$ cat src/rtl/i2c_tgt_pkg.sv
package i2c_tgt_pkg;
   localparam int BYTE_W = 8;

   typedef enum logic [3:0] {
      ST_IDLE,
      ST_DEV,
      ST_DEV_ACK,
      ST_REG,
      ST_REG_ACK,
      ST_WR,
      ST_WR_ACK,
      ST_TX,
      ST_TX_ACK,
      ST_WAIT
   } tgt_state_t;

   typedef struct packed {
      logic start;
      logic stop;
      logic rise;
      logic fall;
   } bus_evt_t;
endpackage

$ cat src/rtl/i2c_line_sync.sv
module i2c_line_sync #(
   parameter int STAGES = 2
) (
   input  logic clk,
   input  logic rst_n,
   input  logic din,
   output logic dout,
   output logic rise,
   output logic fall
);
   logic [STAGES-1:0] chain;
   logic              last;

   always_ff @(posedge clk or negedge rst_n) begin
      if (!rst_n) begin
         chain <= '1;
         last  <= 1'b1;
      end else begin
         chain <= {chain[STAGES-2:0], din};
         last  <= chain[STAGES-1];
      end
   end

   assign dout = chain[STAGES-1];
   assign rise = dout & ~last;
   assign fall = ~dout & last;
endmodule

$ cat src/rtl/i2c_cond_detect.sv
module i2c_cond_detect
   import i2c_tgt_pkg::*;
(
   input  logic     scl_lvl,
   input  logic     scl_up,
   input  logic     scl_dn,
   input  logic     sda_up,
   input  logic     sda_dn,
   output bus_evt_t evt
);
   always_comb begin
      evt.start = sda_dn & scl_lvl & ~scl_dn;
      evt.stop  = sda_up & scl_lvl & ~scl_dn;
      evt.rise  = scl_up;
      evt.fall  = scl_dn;
   end
endmodule

$ cat src/rtl/i2c_tgt_fsm.sv
module i2c_tgt_fsm
   import i2c_tgt_pkg::*;
#(
   parameter logic [6:0] DEV_ADDR = 7'h4A,
   parameter int         AW       = 7
) (
   input  logic              clk,
   input  logic              rst_n,
   input  bus_evt_t          evt,
   input  logic              sda_s,
   input  logic              gc_en,
   input  logic [BYTE_W-1:0] rf_rdata,
   output logic              sda_oe,
   output logic [AW-1:0]     rf_addr,
   output logic              rf_we,
   output logic [BYTE_W-1:0] rf_wdata,
   output logic              gc_mode
);
   localparam logic [3:0] FULL = 4'(BYTE_W);

   tgt_state_t        state;
   logic [3:0]        cnt;
   logic [BYTE_W-1:0] shreg;
   logic [BYTE_W-1:0] txbuf;
   logic [AW-1:0]     ptr;
   logic              rw;
   logic              macked;
   logic              addr_own;
   logic              addr_gc;

   assign addr_own = (shreg[7:1] == DEV_ADDR);
   assign addr_gc  = (shreg[7:1] == 7'd0) && !shreg[0] && gc_en;
   assign rf_addr  = ptr;

   always_ff @(posedge clk or negedge rst_n) begin
      if (!rst_n) begin
         state    <= ST_IDLE;
         cnt      <= '0;
         shreg    <= '0;
         txbuf    <= '0;
         ptr      <= '0;
         rw       <= 1'b0;
         macked   <= 1'b0;
         sda_oe   <= 1'b0;
         rf_we    <= 1'b0;
         rf_wdata <= '0;
         gc_mode  <= 1'b0;
      end else begin
         rf_we <= 1'b0;
         if (evt.stop) begin
            state  <= ST_IDLE;
            sda_oe <= 1'b0;
         end else if (evt.start) begin
            state  <= ST_DEV;
            cnt    <= '0;
            sda_oe <= 1'b0;
         end else begin
            unique case (state)
               ST_DEV, ST_REG, ST_WR: begin
                  if (evt.rise) begin
                     shreg <= {shreg[BYTE_W-2:0], sda_s};
                     cnt   <= cnt + 4'd1;
                  end else if (evt.fall && cnt == FULL) begin
                     cnt <= '0;
                     if (state == ST_DEV) begin
                        if (addr_own || addr_gc) begin
                           sda_oe  <= 1'b1;
                           rw      <= shreg[0];
                           gc_mode <= !addr_own;
                           state   <= ST_DEV_ACK;
                        end else begin
                           state <= ST_WAIT;
                        end
                     end else if (state == ST_REG) begin
                        if (!gc_mode) ptr <= shreg[AW-1:0];
                        sda_oe <= 1'b1;
                        state  <= ST_REG_ACK;
                     end else begin
                        if (!gc_mode) begin
                           rf_we    <= 1'b1;
                           rf_wdata <= shreg;
                        end
                        sda_oe <= 1'b1;
                        state  <= ST_WR_ACK;
                     end
                  end
               end
               ST_DEV_ACK: begin
                  if (evt.fall) begin
                     if (rw) begin
                        txbuf  <= rf_rdata;
                        sda_oe <= ~rf_rdata[BYTE_W-1];
                        state  <= ST_TX;
                     end else begin
                        sda_oe <= 1'b0;
                        state  <= ST_REG;
                     end
                  end
               end
               ST_REG_ACK: begin
                  if (evt.fall) begin
                     sda_oe <= 1'b0;
                     state  <= ST_WR;
                  end
               end
               ST_WR_ACK: begin
                  if (evt.fall) begin
                     sda_oe <= 1'b0;
                     if (!gc_mode) ptr <= ptr + AW'(1);
                     state  <= ST_WR;
                  end
               end
               ST_TX: begin
                  if (evt.rise) begin
                     cnt <= cnt + 4'd1;
                  end else if (evt.fall) begin
                     if (cnt == FULL) begin
                        cnt    <= '0;
                        sda_oe <= 1'b0;
                        state  <= ST_TX_ACK;
                     end else begin
                        txbuf  <= {txbuf[BYTE_W-2:0], 1'b0};
                        sda_oe <= ~txbuf[BYTE_W-2];
                     end
                  end
               end
               ST_TX_ACK: begin
                  if (evt.rise) begin
                     macked <= ~sda_s;
                     if (!sda_s) ptr <= ptr + AW'(1);
                  end else if (evt.fall) begin
                     if (macked) begin
                        txbuf  <= rf_rdata;
                        sda_oe <= ~rf_rdata[BYTE_W-1];
                        state  <= ST_TX;
                     end else begin
                        state <= ST_WAIT;
                     end
                  end
               end
               default: ;
            endcase
         end
      end
   end
endmodule

$ cat src/rtl/i2c_regfile_target.sv
module i2c_regfile_target
   import i2c_tgt_pkg::*;
#(
   parameter logic [6:0] DEV_ADDR    = 7'h4A,
   parameter int         REG_COUNT   = 128,
   parameter int         SYNC_STAGES = 2,
   localparam int        AW          = $clog2(REG_COUNT)
) (
   input  logic              clk,
   input  logic              rst_n,
   input  logic              scl_i,
   input  logic              sda_i,
   output logic              sda_oe,
   input  logic              gc_en,
   output logic [AW-1:0]     rf_addr,
   output logic              rf_we,
   output logic [BYTE_W-1:0] rf_wdata,
   input  logic [BYTE_W-1:0] rf_rdata
);
   if (REG_COUNT < 2 || REG_COUNT > 256 || (REG_COUNT & (REG_COUNT - 1)) != 0) begin : g_bad_count
      $error("REG_COUNT must be a power of two from 2 to 256");
   end
   if (SYNC_STAGES < 2) begin : g_bad_sync
      $error("SYNC_STAGES must be at least 2");
   end
   if (DEV_ADDR == 7'd0) begin : g_bad_addr
      $error("DEV_ADDR must not be the general call address");
   end

   logic [1:0] raw;
   logic [1:0] lvl;
   logic [1:0] up;
   logic [1:0] dn;
   bus_evt_t   evt;
   logic       scl_s;
   logic       stop_evt;
   logic       gc_mode;

   assign raw = {sda_i, scl_i};

   for (genvar i = 0; i < 2; i++) begin : g_line
      i2c_line_sync #(.STAGES(SYNC_STAGES)) u_sync (
         .clk  (clk),
         .rst_n(rst_n),
         .din  (raw[i]),
         .dout (lvl[i]),
         .rise (up[i]),
         .fall (dn[i])
      );
   end

   assign scl_s    = lvl[0];
   assign stop_evt = evt.stop;

   i2c_cond_detect u_cond (
      .scl_lvl(lvl[0]),
      .scl_up (up[0]),
      .scl_dn (dn[0]),
      .sda_up (up[1]),
      .sda_dn (dn[1]),
      .evt    (evt)
   );

   i2c_tgt_fsm #(.DEV_ADDR(DEV_ADDR), .AW(AW)) u_fsm (
      .clk     (clk),
      .rst_n   (rst_n),
      .evt     (evt),
      .sda_s   (lvl[1]),
      .gc_en   (gc_en),
      .rf_rdata(rf_rdata),
      .sda_oe  (sda_oe),
      .rf_addr (rf_addr),
      .rf_we   (rf_we),
      .rf_wdata(rf_wdata),
      .gc_mode (gc_mode)
   );
endmodule

$ cat config.mk
export PLATFORM = sky130hd
export DESIGN_NAME = i2c_regfile_target
export DESIGN_NICKNAME = d
export VERILOG_FILES = /design/src/rtl/i2c_tgt_pkg.sv /design/src/rtl/i2c_line_sync.sv /design/src/rtl/i2c_cond_detect.sv /design/src/rtl/i2c_tgt_fsm.sv /design/src/rtl/i2c_regfile_target.sv
export SDC_FILE = /design/constraint.sdc
export NUM_CORES = 1
export LEC_CHECK = 0
export CAP_MARGIN = 20
export CORE_UTILIZATION = 32
export DETAILED_ROUTE_END_ITERATION = 10
export DONT_BUFFER_PORTS = 1
export HOLD_SLACK_MARGIN = 0.03
export SLEW_MARGIN = 20
export SYNTH_ARGS = -nofsm -noshare
export SYNTH_HDL_FRONTEND = slang
export SYNTH_SLANG_ARGS = --single-unit
$ cat constraint.sdc
create_clock -name clk -period 2.35 [get_ports clk]
set_clock_uncertainty 0.15 [all_clocks]
set_input_delay 0.235 -clock clk [delete_from_list [all_inputs] [get_ports clk]]
set_output_delay 0.235 -clock clk [all_outputs]
set_load 0.01 [all_outputs]
==> results of run 1 <==
==> logic make-up (layout without fill, tap and decap cells) <==
group | Yosys count | after routing | synth area share (%)
flip-flops | 49 | 49 | 43.11
adder cells (fa/ha/maj) | 5 | 5 | 2.186
buffers and inverters | 28 | 64 | 4.329
XOR/XNOR | 3 | 3 | 0.9184
multiplexers | 31 | 31 | 11.89
AND/OR/NAND/NOR | 118 | 118 | 22.65
AO/OA/AOI/OAI | 61 | 61 | 14.91
==> through the flow <==
step / TNS (ps) / power, uW / worst slack (ps) / hold slack [ps] / std cells
CTS: 0 / 3538 / 2.542 / 113.0 / 437
global placement: 0 / 2918 / 60.18 / -209.5 / 418
detailed placement: 0 / 2954 / 28.02 / -209.6 / 418
finish: 0 / 3559 / 87.33 / 127.5 / 439
global route: -5.750 / 3818 / -5.750 / 115.6 / 439
floorplan: -30.48 / 2417 / -30.48 / -210.6 / 295
==> power groups by stage <==
stage          Clock (uW)  Sequential, uW  Combinational (uW)
2_1_floorplan           0            1270                1140
3_3_place_gp            0            1330                1580
3_5_place_dp            0            1350                1610
4_1_cts               558            1330                1650
5_1_grt               592            1370                1850
6_report              540            1330                1690
==> critical path, stage by stage (launching register included) <==
cell and delay, ps:
dfrtp_1 400, or4b_1 580, o31a_2 200, a21bo_1 210, or2_4 250, a2111oi_2 360
==> cell type report <==
type,count,area (um2),share of cell area [%]
tap,108,135.1,3.916
inverter,10,37.54,1.088
clock buffer,5,68.82,1.994
multi-input combinational,218,1543,44.71
timing repair buffer,46,402.9,11.68
sequential,49,1235,35.79
clock inverter,3,28.78,0.8339
==> Yosys cell counts, drive strengths merged (7+ instances only) <==
cell / instances / area (um2)
dfrtp: 43 / 1076
nand2: 31 / 116.4
mux2: 24 / 270.3
o21ai: 18 / 90.09
nor2: 16 / 60.06
nand3: 14 / 70.07
clkbuf: 13 / 50.04
inv: 10 / 37.54
nor3: 9 / 45.04
a21oi: 7 / 35.03
mux2i: 7 / 70.07
nor2b: 7 / 43.79
o31ai: 7 / 52.55
==> worst min path at each step <==
stage	to	from
CTS	u_fsm.sda_oe	rf_rdata[7]
detailed placement	u_fsm.rf_wdata[4]	rst_n
finish	u_fsm.sda_oe	rf_rdata[7]
global route	u_fsm.sda_oe	rf_rdata[7]
floorplan	u_fsm.cnt[0]	rst_n
global placement	u_fsm.rf_wdata[4]	rst_n
==> metal layers <==
layer / GRT usage (%) / vias up / routed length, um
met1: 20.82 / 1170 / 3130
met5: 0 / - / 0
li1: - / 1147 / -
met2: 25.88 / 54 / 3311
met4: 4.779 / 0 / 142
met3: 3.991 / 14 / 314
==> placed cells by master, fill, tap and decap left out, types with 5 or more instances in the layout <==
| cell | synthesis | final |
|---|---|---|
| a21oi_1 | 7 | 7 |
| o31ai_1 | 7 | 6 |
| mux2_2 | 24 | 24 |
| nand4_1 | 6 | 6 |
| clkbuf_8 | 0 | 5 |
| mux2i_1 | 7 | 7 |
| o21ai_0 | 18 | 18 |
| nor3_1 | 9 | 9 |
| inv_1 | 10 | 10 |
| a2bb2oi_1 | 5 | 5 |
| nand2_1 | 31 | 31 |
| dfstp_2 | 6 | 6 |
| nand3_1 | 14 | 14 |
| nor2b_1 | 7 | 6 |
| nor2_1 | 16 | 16 |
| nand2b_1 | 6 | 6 |
| dfrtp_1 | 43 | 42 |
| dlygate4sd3_1 | 0 | 10 |
| buf_4 | 0 | 34 |
==> registers in the layout (all words and copies together), names as in the netlist <==
register / count
g_line.u_sync.chain: 4
g_line.u_sync.last: 2
u_fsm.cnt: 4
u_fsm.gc_mode: 1
u_fsm.macked: 1
u_fsm.rf_addr: 7
u_fsm.rf_wdata: 8
u_fsm.rf_we: 1
u_fsm.rw: 1
u_fsm.sda_oe: 1
u_fsm.shreg: 8
u_fsm.state: 4
u_fsm.txbuf: 7
==> repair_timing <==
action,4_1_cts,5_1_grt
setup buffers,0,2
setup endpoints to repair,0,24
hold buffers,11,0
gates resized for setup,0,8
hold endpoints to repair,58,0
==> impl_metrics.py, run 1 <==
metrics = {
    "grt": {
        "grt_overflow": 0,
        "grt_pass1_vias": 2334,
        "grt_antenna_before_repair": 0,
        "grt_pass1_wl_um": 11390,
        "grt_max_degree": 50,
        "groute.usage.overall_pct": 15.92,
    },
    "critical_path": {
        "r2r_cells": 5,
        "cp.required_ps": 2400,
        "rrSetupSlack_ps": 90,
        "cp-end-kind": "register",
        "worst-endpoint-arrival_ps": 2320,
        "critPathLaunchType": "register",
        "path_class": "reg -> reg",
        "r2r_end": "u_fsm.rf_addr[0]",
        "regToRegStartpoint": "u_fsm.state[1]",
        "cp_max_fo": 7,
        "startpoint": "u_fsm.state[1]",
        "worstSetupEndpoint": "u_fsm.rf_addr[0]",
    },
    "clock_tree": {
        "ctsHtreeMaxLevel": 2,
        "clockBufferDepth": 2,
        "cts.clk_slew.worst_paths_ps": 100,
        "ctsRootBufferMaster": "clkbuf_8",
        "clkSinkCount": 49,
        "cts_made_buffers": 5,
        "clk_latency_ps": 310,
        "tritoncts": "yes",
    },
    "sta": {
        "setup_viol": 0,
        "hold_viol": 0,
        "slew_headroom_pct": 59.98,
        "worst_slew_pin_slew_ps": 596.8,
        "timing.fmax_mhz": 442.0,
        "rsz0062_at_grt": "yes",
        "fin_crit_sh_pct": 96.28,
        "min_period_ps": 2263,
        "drv_slew": 0,
    },
    "floorplan": {
        "core-area_um2": 8678,
        "dieArea_um2": 9325,
        "rows": 34,
        "io_pins": 30,
        "die_w_um": 96.57,
        "fp.dieH_um": 96.57,
        "start_util_pct": 32.97,
    },
    "route": {
        "wirelength_um": 6898,
        "via_count": 2385,
        "firstDrtPassIters": 4,
        "wl_per_cell_um": 15.71,
        "route.detailed.drc": 0,
        "vias_per_cell": 5.433,
        "drtIter0Drc": 110,
        "drtAntennaViolNets": 0,
    },
    "layout": {
        "final_core_util_pct": 39.76,
        "fillers": 877,
        "nets": 348,
        "drive_gt1_share_pct": 28.10,
        "n_antenna_cell": 0,
        "synthToLayoutAreaGrowth_pct": 20.59,
        "final_area_um2": 3451,
    },
    "placement": {
        "gp_congestion": 0.9126,
        "dpl_cell_area_um2": 3179,
        "io_buffer_count": 0,
        "place_hpwl_um": 5023,
    },
    "run": {
        "maxCapViolCount": 0,
    },
    "power": {
        "intPower_uw": 2118,
        "clkPwrFrac_pct": 15.2,
        "peakVddDrop_mv": 0.4307,
        "p_sw_uw": 1441,
        "p_per_area_nw_per_um2": 1031,
        "p_comb_share_pct": 47.5,
        "p_leak_uw": 0.001509,
        "power.share.switching_pct": 40.49,
        "p_seq_share_pct": 37.3,
    },
    "synth": {
        "ys_warn_count": 0,
        "synthArstFlopShare_pct": 100.0,
        "ys_types": 60,
        "ys.flop_type": "dfrtp_1",
        "synth_fp_nets": 313,
        "synth-seq-cells": 49,
        "synth-edff-count": 0,
        "seq_area_frac_synth_pct": 43.11,
        "syn_area_um2": 2861,
        "postSynthAreaPerCell_um2": 9.700,
        "syn-instance-count": 295,
    },
    "worst_hold_path": {
        "min_path_type": "in -> reg",
        "hold_depth": 3,
    },
    "status": {
        "outcome": "completed",
    },
}
Note: power is estimated with default switching activity, not from simulation.
==> inputs of run 2 (changes only) <==
SYNTH_HIERARCHICAL = 1   (was unset)
==> run 2 against run 1 <==
Synthesized area down 7.2%. Count of clock-buffer cells in the layout unchanged. Clock power barely moved. Via count fell by 8.2%. Non-clock buffer count is 2 higher. Final area shrank 1.6%. Global-route usage decreased by 0.31 points. The run now ends with setup timing left. Combinational power up 2%. Hold slack got worse by 60 ps. Register-to-register slack worse by 190 ps. Setup slack worse by 190 ps. Final cell count shrank 5.7%.
==> impl_metrics.py, run 2 <==
metrics = {
    "sta": {
        "worst_slew_pin_slew_ps": 609.4,
        "rsz0062_at_grt": "yes",
        "setup_viol": 13,
        "timing.hold.ws_ps": 67.58,
        "finalSetupTns_ps": -1046,
        "worst_slack_ps": -101.2,
        "hold_viol": 0,
        "drv_slew": 0,
        "timing.fmax_mhz": 408.0,
        "min_period_ps": 2451,
        "fin_crit_sh_pct": 104.3,
        "slew_headroom_pct": 59.00,
    },
    "synth": {
        "synth-seq-cells": 49,
        "syn_area_um2": 2655,
        "ys_types": 46,
        "synth.most_common_cell": "dfrtp_1",
        "synthArstFlopShare_pct": 100.0,
        "netlist.area_leader.share_pct": 40.53,
        "synth_fp_nets": 286,
        "ys_warn_count": 6,
        "yosysTopAreaCell": "dfrtp_1",
        "seq_area_frac_synth_pct": 46.47,
        "postSynthAreaPerCell_um2": 9.834,
        "synthTopCellsByArea": "dfrtp_1, mux2_2, dfstp_2",
        "ys.flop_type": "dfrtp_1",
        "ys_top_cells_by_count": "dfrtp_1, nand2_1, mux2_2",
        "syn-instance-count": 270,
        "synth-edff-count": 0,
    },
    "worst_hold_path": {
        "hold_depth": 3,
        "whs_endpoint": "u_fsm/sda_oe",
        "min_path_type": "in -> reg",
        "min_from": "rf_rdata[7]",
    },
    "route": {
        "drtIter0Drc": 148,
        "drtAntennaViolNets": 0,
        "via_count": 2189,
        "wirelength_um": 6520,
        "vias_per_cell": 5.287,
        "wl_per_cell_um": 15.75,
        "firstDrtPassIters": 4,
        "route.detailed.drc": 0,
    },
    "layout": {
        "top_regs": "u_fsm/rf_wdata (8), u_fsm/shreg (8)",
        "n_antenna_cell": 0,
        "fin_cells": 414,
        "layout_commonest_cell": "dfrtp_1",
        "final_cell_mix": "dfrtp_1, buf_4, nand2_1",
        "synthToLayoutAreaGrowth_pct": 27.85,
        "drive_gt1_share_pct": 33.65,
        "nets": 327,
        "fillers": 737,
    },
    "power": {
        "power.total_uw": 3650,
        "p_per_area_nw_per_um2": 1075,
        "peakVddDrop_mv": 0.3511,
        "p_leak_uw": 0.001489,
    },
    "clock_tree": {
        "ctsRootBufferMaster": "clkbuf_8",
        "clkSinkCount": 49,
        "ctsHtreeMaxLevel": 2,
        "cts.clk_slew.worst_paths_ps": 100,
        "clockBufferDepth": 2,
        "clk_latency_ps": 310,
        "tritoncts": "yes",
        "cts_made_buffers": 5,
    },
    "floorplan": {
        "io_pins": 30,
        "start_util_pct": 33.66,
        "die_w_um": 93.09,
        "core-area_um2": 7888,
        "dieArea_um2": 8665,
        "rows": 32,
        "fp.dieH_um": 93.09,
    },
    "placement": {
        "place_inst": 394,
        "gp_congestion": 0.8426,
        "place_hpwl_um": 4344,
        "io_buffer_count": 0,
        "dp_worst_setup_slack_ps": -187.8,
    },
    "grt": {
        "globalRouteMet2Util_pct": 25.49,
        "use_met1_pct": 20.70,
        "grt_pass1_wl_um": 10730,
        "use_met3_pct": 3.333,
        "grt_antenna_before_repair": 0,
        "grt_max_degree": 50,
        "grt_busiest_layer": "met2",
        "grt_pass1_vias": 2193,
        "grt_overflow": 0,
        "groute.usage.overall_pct": 15.61,
    },
    "critical_path": {
        "cp_max_fo": 5,
        "cp-end-kind": "register",
        "regToRegStartpoint": "g_line[0].u_sync/last",
        "r2r_end": "u_fsm/rf_wdata[2]",
        "critPathLaunchType": "register",
        "startpoint": "g_line[0].u_sync/last",
        "rrSetupSlack_ps": -100,
        "r2r_cells": 5,
        "path_class": "reg -> reg",
        "cp.required_ps": 2400,
        "worst-endpoint-arrival_ps": 2510,
    },
    "run": {
        "maxCapViolCount": 0,
    },
    "status": {
        "violations": "setup timing",
        "outcome": "finished with violations",
    },
}
run 2: changes by cell type after synthesis, sizes merged, moves of 4 or more:
cell,change
a21oi,+10
a2bb2oi,-4
a31oi,-4
mux2i,-5
nand2b,+4
nand4,-6
nor3,-5
o21ai,-4
run 2: cell type report:
cell class,instances,area [um2],area share [%]
inverters,7,26.28,0.7740
multi-input cells,200,1469,43.27
repair buffers,48,440.4,12.97
clock buffers,5,68.82,2.027
flip-flops and latches,49,1234,36.34
clock inverters,3,28.78,0.8478
well taps,102,127.6,3.760
run 2: worst max path at each step:
stage	cells after the start	slack (ps)	end
2_1_floorplan	6	-150	u_fsm/rf_wdata[0]
3_3_place_gp	6	-140	u_fsm/rf_wdata[1]
3_5_place_dp	6	-190	u_fsm/rf_wdata[2]
4_1_cts	6	-140	u_fsm/rf_wdata[2]
5_1_grt	8	-150	u_fsm/state[1]
6_report	5	-100	u_fsm/rf_wdata[2]
run 2: timing repair:
action | in CTS | in global routing
hold endpoints to repair | 58 | 0
resized for setup | 16 | 16
gates cloned | 0 | 1
pin swaps | 3 | 6
setup endpoints to repair | 21 | 31
hold buffers | 11 | 0
buffers inserted | 1 | 0
run 2: report_power, final:
group | switching [uW] | internal, uW | leakage (uW)
combinational | 867 | 860 | 0.000824
clock | 318 | 223 | 0.0000506
sequential | 294 | 1090 | 0.000615
run 2: cells by family (layout without fill, tap and decap cells):
family,Yosys count,in the layout,synth area share (%)
AND/OR/NAND/NOR,114,115,23.75
AO/OA/AOI/OAI,55,55,13.24
flip-flops,49,49,46.47
multiplexers,27,27,11.36
buffers and inverters,22,63,3.770
adder cells (fa/ha/maj),3,3,1.414
run 2: metrics by stage:
step / area [um2] / utilization (%)
after floorplan: 2694 / -
after global placement: 3022 / 38.31
after detailed placement: 3022 / 38.31
after CTS: 3324 / 42.15
after global routing: 3395 / 43.04
final: 3395 / 43.04
run 2: worst max-delay path: stages (launching register included):
cell,delay [ps]
dfstp_2,540
and2b_2,150
and3b_1,190
or4_4,540
or4_4,490
mux2_2,290
run 2: layer usage:
layer,routed length [um],vias up
li1,-,1066
met1,2947,1066
met2,3205,47
met3,247,10
met4,119,0
met5,0,-
==> inputs of run 3 (changes only) <==
CELL_PAD_IN_SITES_DETAIL_PLACEMENT = 1   (was unset)
CELL_PAD_IN_SITES_GLOBAL_PLACEMENT = 2   (was unset)
CTS_BUF_LIST = sky130_fd_sc_hd__clkbuf_4   (was unset)
PLACE_DENSITY_LB_ADDON = 0.1   (was unset)
SETUP_SLACK_MARGIN = 0.05   (was unset)
==> run 3 against run 2 <==
The flow still finishes with violations (setup timing). Hold slack gained 130 ps. Final cell count increased by 4.1%. Final area rose by 7.3%. Non-clock buffer count grew 18. Core utilization is 3.2 points higher. First-iteration DRC count shrank 47%. Count of clock-buffer cells in the layout unchanged. Largest cell class unchanged. Register-to-register slack lost 70 ps. Global-route usage up 2.6 points. Power grew 4.4%. Die area unchanged.
==> impl_metrics.py, run 3 (synthesis gave the netlist of run 2 again) <==
metrics = {
    "clock_tree": {
        "clk_latency_ps": 370,
        "clockBufferDepth": 2,
        "ctsHtreeMaxLevel": 2,
        "clkSinkCount": 49,
        "cts.clk_slew.worst_paths_ps": 160,
        "cts_made_buffers": 5,
        "ctsRootBufferMaster": "clkbuf_4",
        "tritoncts": "yes",
    },
    "worst_hold_path": {
        "min_path_type": "in -> async",
    },
    "layout": {
        "nets": 344,
        "final_area_um2": 3643,
        "final_cell_mix": "buf_4, dfrtp_1, nand2_1",
        "fillers": 877,
        "drive_gt1_share_pct": 43.77,
        "synthToLayoutAreaGrowth_pct": 37.23,
        "top_regs": "u_fsm/rf_wdata (8), u_fsm/shreg (8)",
        "layout_commonest_cell": "buf_4",
        "n_antenna_cell": 0,
    },
    "power": {
        "peakVddDrop_mv": 0.3671,
        "p_per_area_nw_per_um2": 1046,
        "p_leak_uw": 0.001621,
    },
    "route": {
        "drtAntennaViolNets": 0,
        "wl_per_cell_um": 16.98,
        "vias_per_cell": 5.292,
        "route.detailed.drc": 0,
        "drtIter0Drc": 79,
        "via_count": 2281,
        "wirelength_um": 7320,
        "firstDrtPassIters": 4,
    },
    "floorplan": {
        "die_w_um": 93.09,
        "start_util_pct": 33.66,
        "io_pins": 30,
        "fp.dieH_um": 93.09,
        "rows": 32,
        "dieArea_um2": 8665,
        "core-area_um2": 7888,
    },
    "sta": {
        "rsz0062_at_grt": "yes",
        "timing.hold.ws_ps": 202.6,
        "worst_slack_ps": -170.6,
        "drv_slew": 0,
        "fin_crit_sh_pct": 107.3,
        "setup_viol": 16,
        "min_period_ps": 2521,
        "slew_headroom_pct": 65.33,
        "timing.fmax_mhz": 396.7,
        "hold_viol": 0,
        "worst_slew_pin_slew_ps": 518.7,
    },
    "critical_path": {
        "cp-end-kind": "register",
        "critPathLaunchType": "register",
        "cp_max_fo": 9,
        "cp.required_ps": 2480,
        "worst-endpoint-arrival_ps": 2660,
        "path_class": "reg -> reg",
        "r2r_cells": 6,
    },
    "grt": {
        "grt_pass1_vias": 2429,
        "grt_max_degree": 50,
        "grt_antenna_before_repair": 0,
        "grt_pass1_wl_um": 12280,
        "grt_overflow": 0,
        "groute.usage.overall_pct": 18.23,
    },
    "placement": {
        "io_buffer_count": 0,
        "place_hpwl_um": 4966,
        "dpl_cell_area_um2": 3083,
        "dp_worst_setup_slack_ps": -209.1,
        "gp_congestion": 0.7353,
    },
    "status": {
        "outcome": "finished with violations",
        "violations": "setup timing",
    },
    "run": {
        "maxCapViolCount": 0,
    },
}
[run 3: changes by cell type in the layout (fill, tap and decap cells not counted), sizes merged]
cell         delta
buf            +17
dlygate4sd3     +1
or4             -1
[run 3: cell type report]
cell class	count	area, um2	share of cell area, %
multi-input cells	199	1595	43.78
clock buffers	5	37.54	1.030
inverters	7	31.28	0.8585
flip-flops and latches	49	1234	33.86
repair buffers	66	589.3	16.17
clock inverters	3	28.78	0.7898
well taps	102	127.6	3.503
[run 3: worst max-delay path: stages (launching register included)]
cell	delay, ps
dfstp_2	560
and2b_2	170
and3b_1	190
or4_4	520
or4_4	430
buf_6	160
mux2_2	270
[run 3: metrics by stage]
| step | TNS, ps | total power, uW | std cells | utilization [%] |
|---|---|---|---|---|
| floorplan | -2309 | 2411 | 270 | - |
| global placement | -3227 | 3000 | 400 | 39.09 |
| detailed placement | -3452 | 3017 | 400 | 39.09 |
| CTS | -2373 | 3683 | 430 | 44.42 |
| global route | -3050 | 4108 | 431 | 46.19 |
| finish | -1668 | 3810 | 431 | 46.19 |
[run 3: report_power, final]
group / switching (uW) / total, uW / internal, uW
sequential: 316 / 1400 / 1090
combinational: 944 / 1960 / 1020
clock: 314 / 445 / 131
[run 3: worst paths after layout]
check	start	to	slack (ps)
worst max-delay path	g_line[0].u_sync/last	u_fsm/rf_wdata[1]	-170
worst min-delay path	rst_n	u_fsm/sda_oe	200
worst max register to register	g_line[0].u_sync/last	u_fsm/rf_wdata[1]	-170
worst min register to register	g_line[1].u_sync/chain[0]	g_line[1].u_sync/chain[1]	220
max in group asynchronous	rst_n	g_line[1].u_sync/last	1560
min in group clk	g_line[1].u_sync/chain[0]	g_line[1].u_sync/chain[1]	220
[run 3: timing repair]
action | 4_1_cts | 5_1_grt
gates resized for setup | 35 | 39
setup endpoints to repair | 39 | 41
hold endpoints to repair | 59 | 0
buffers inserted | 11 | 5
cloned | 1 | 0
hold buffers | 12 | 0
pin swaps | 14 | 9
[run 3: per-layer routing]
metal  part of all wire, %  global-route usage (%)  vias up  wire length, um
met5                     0                       0        -                0
met4                  0.98                   4.359        0               72
met3                   3.0                   3.008        7              223
met2                    48                   30.21       36             3488
met1                    48                   24.80     1149             3536
li1                      -                       -     1089                -
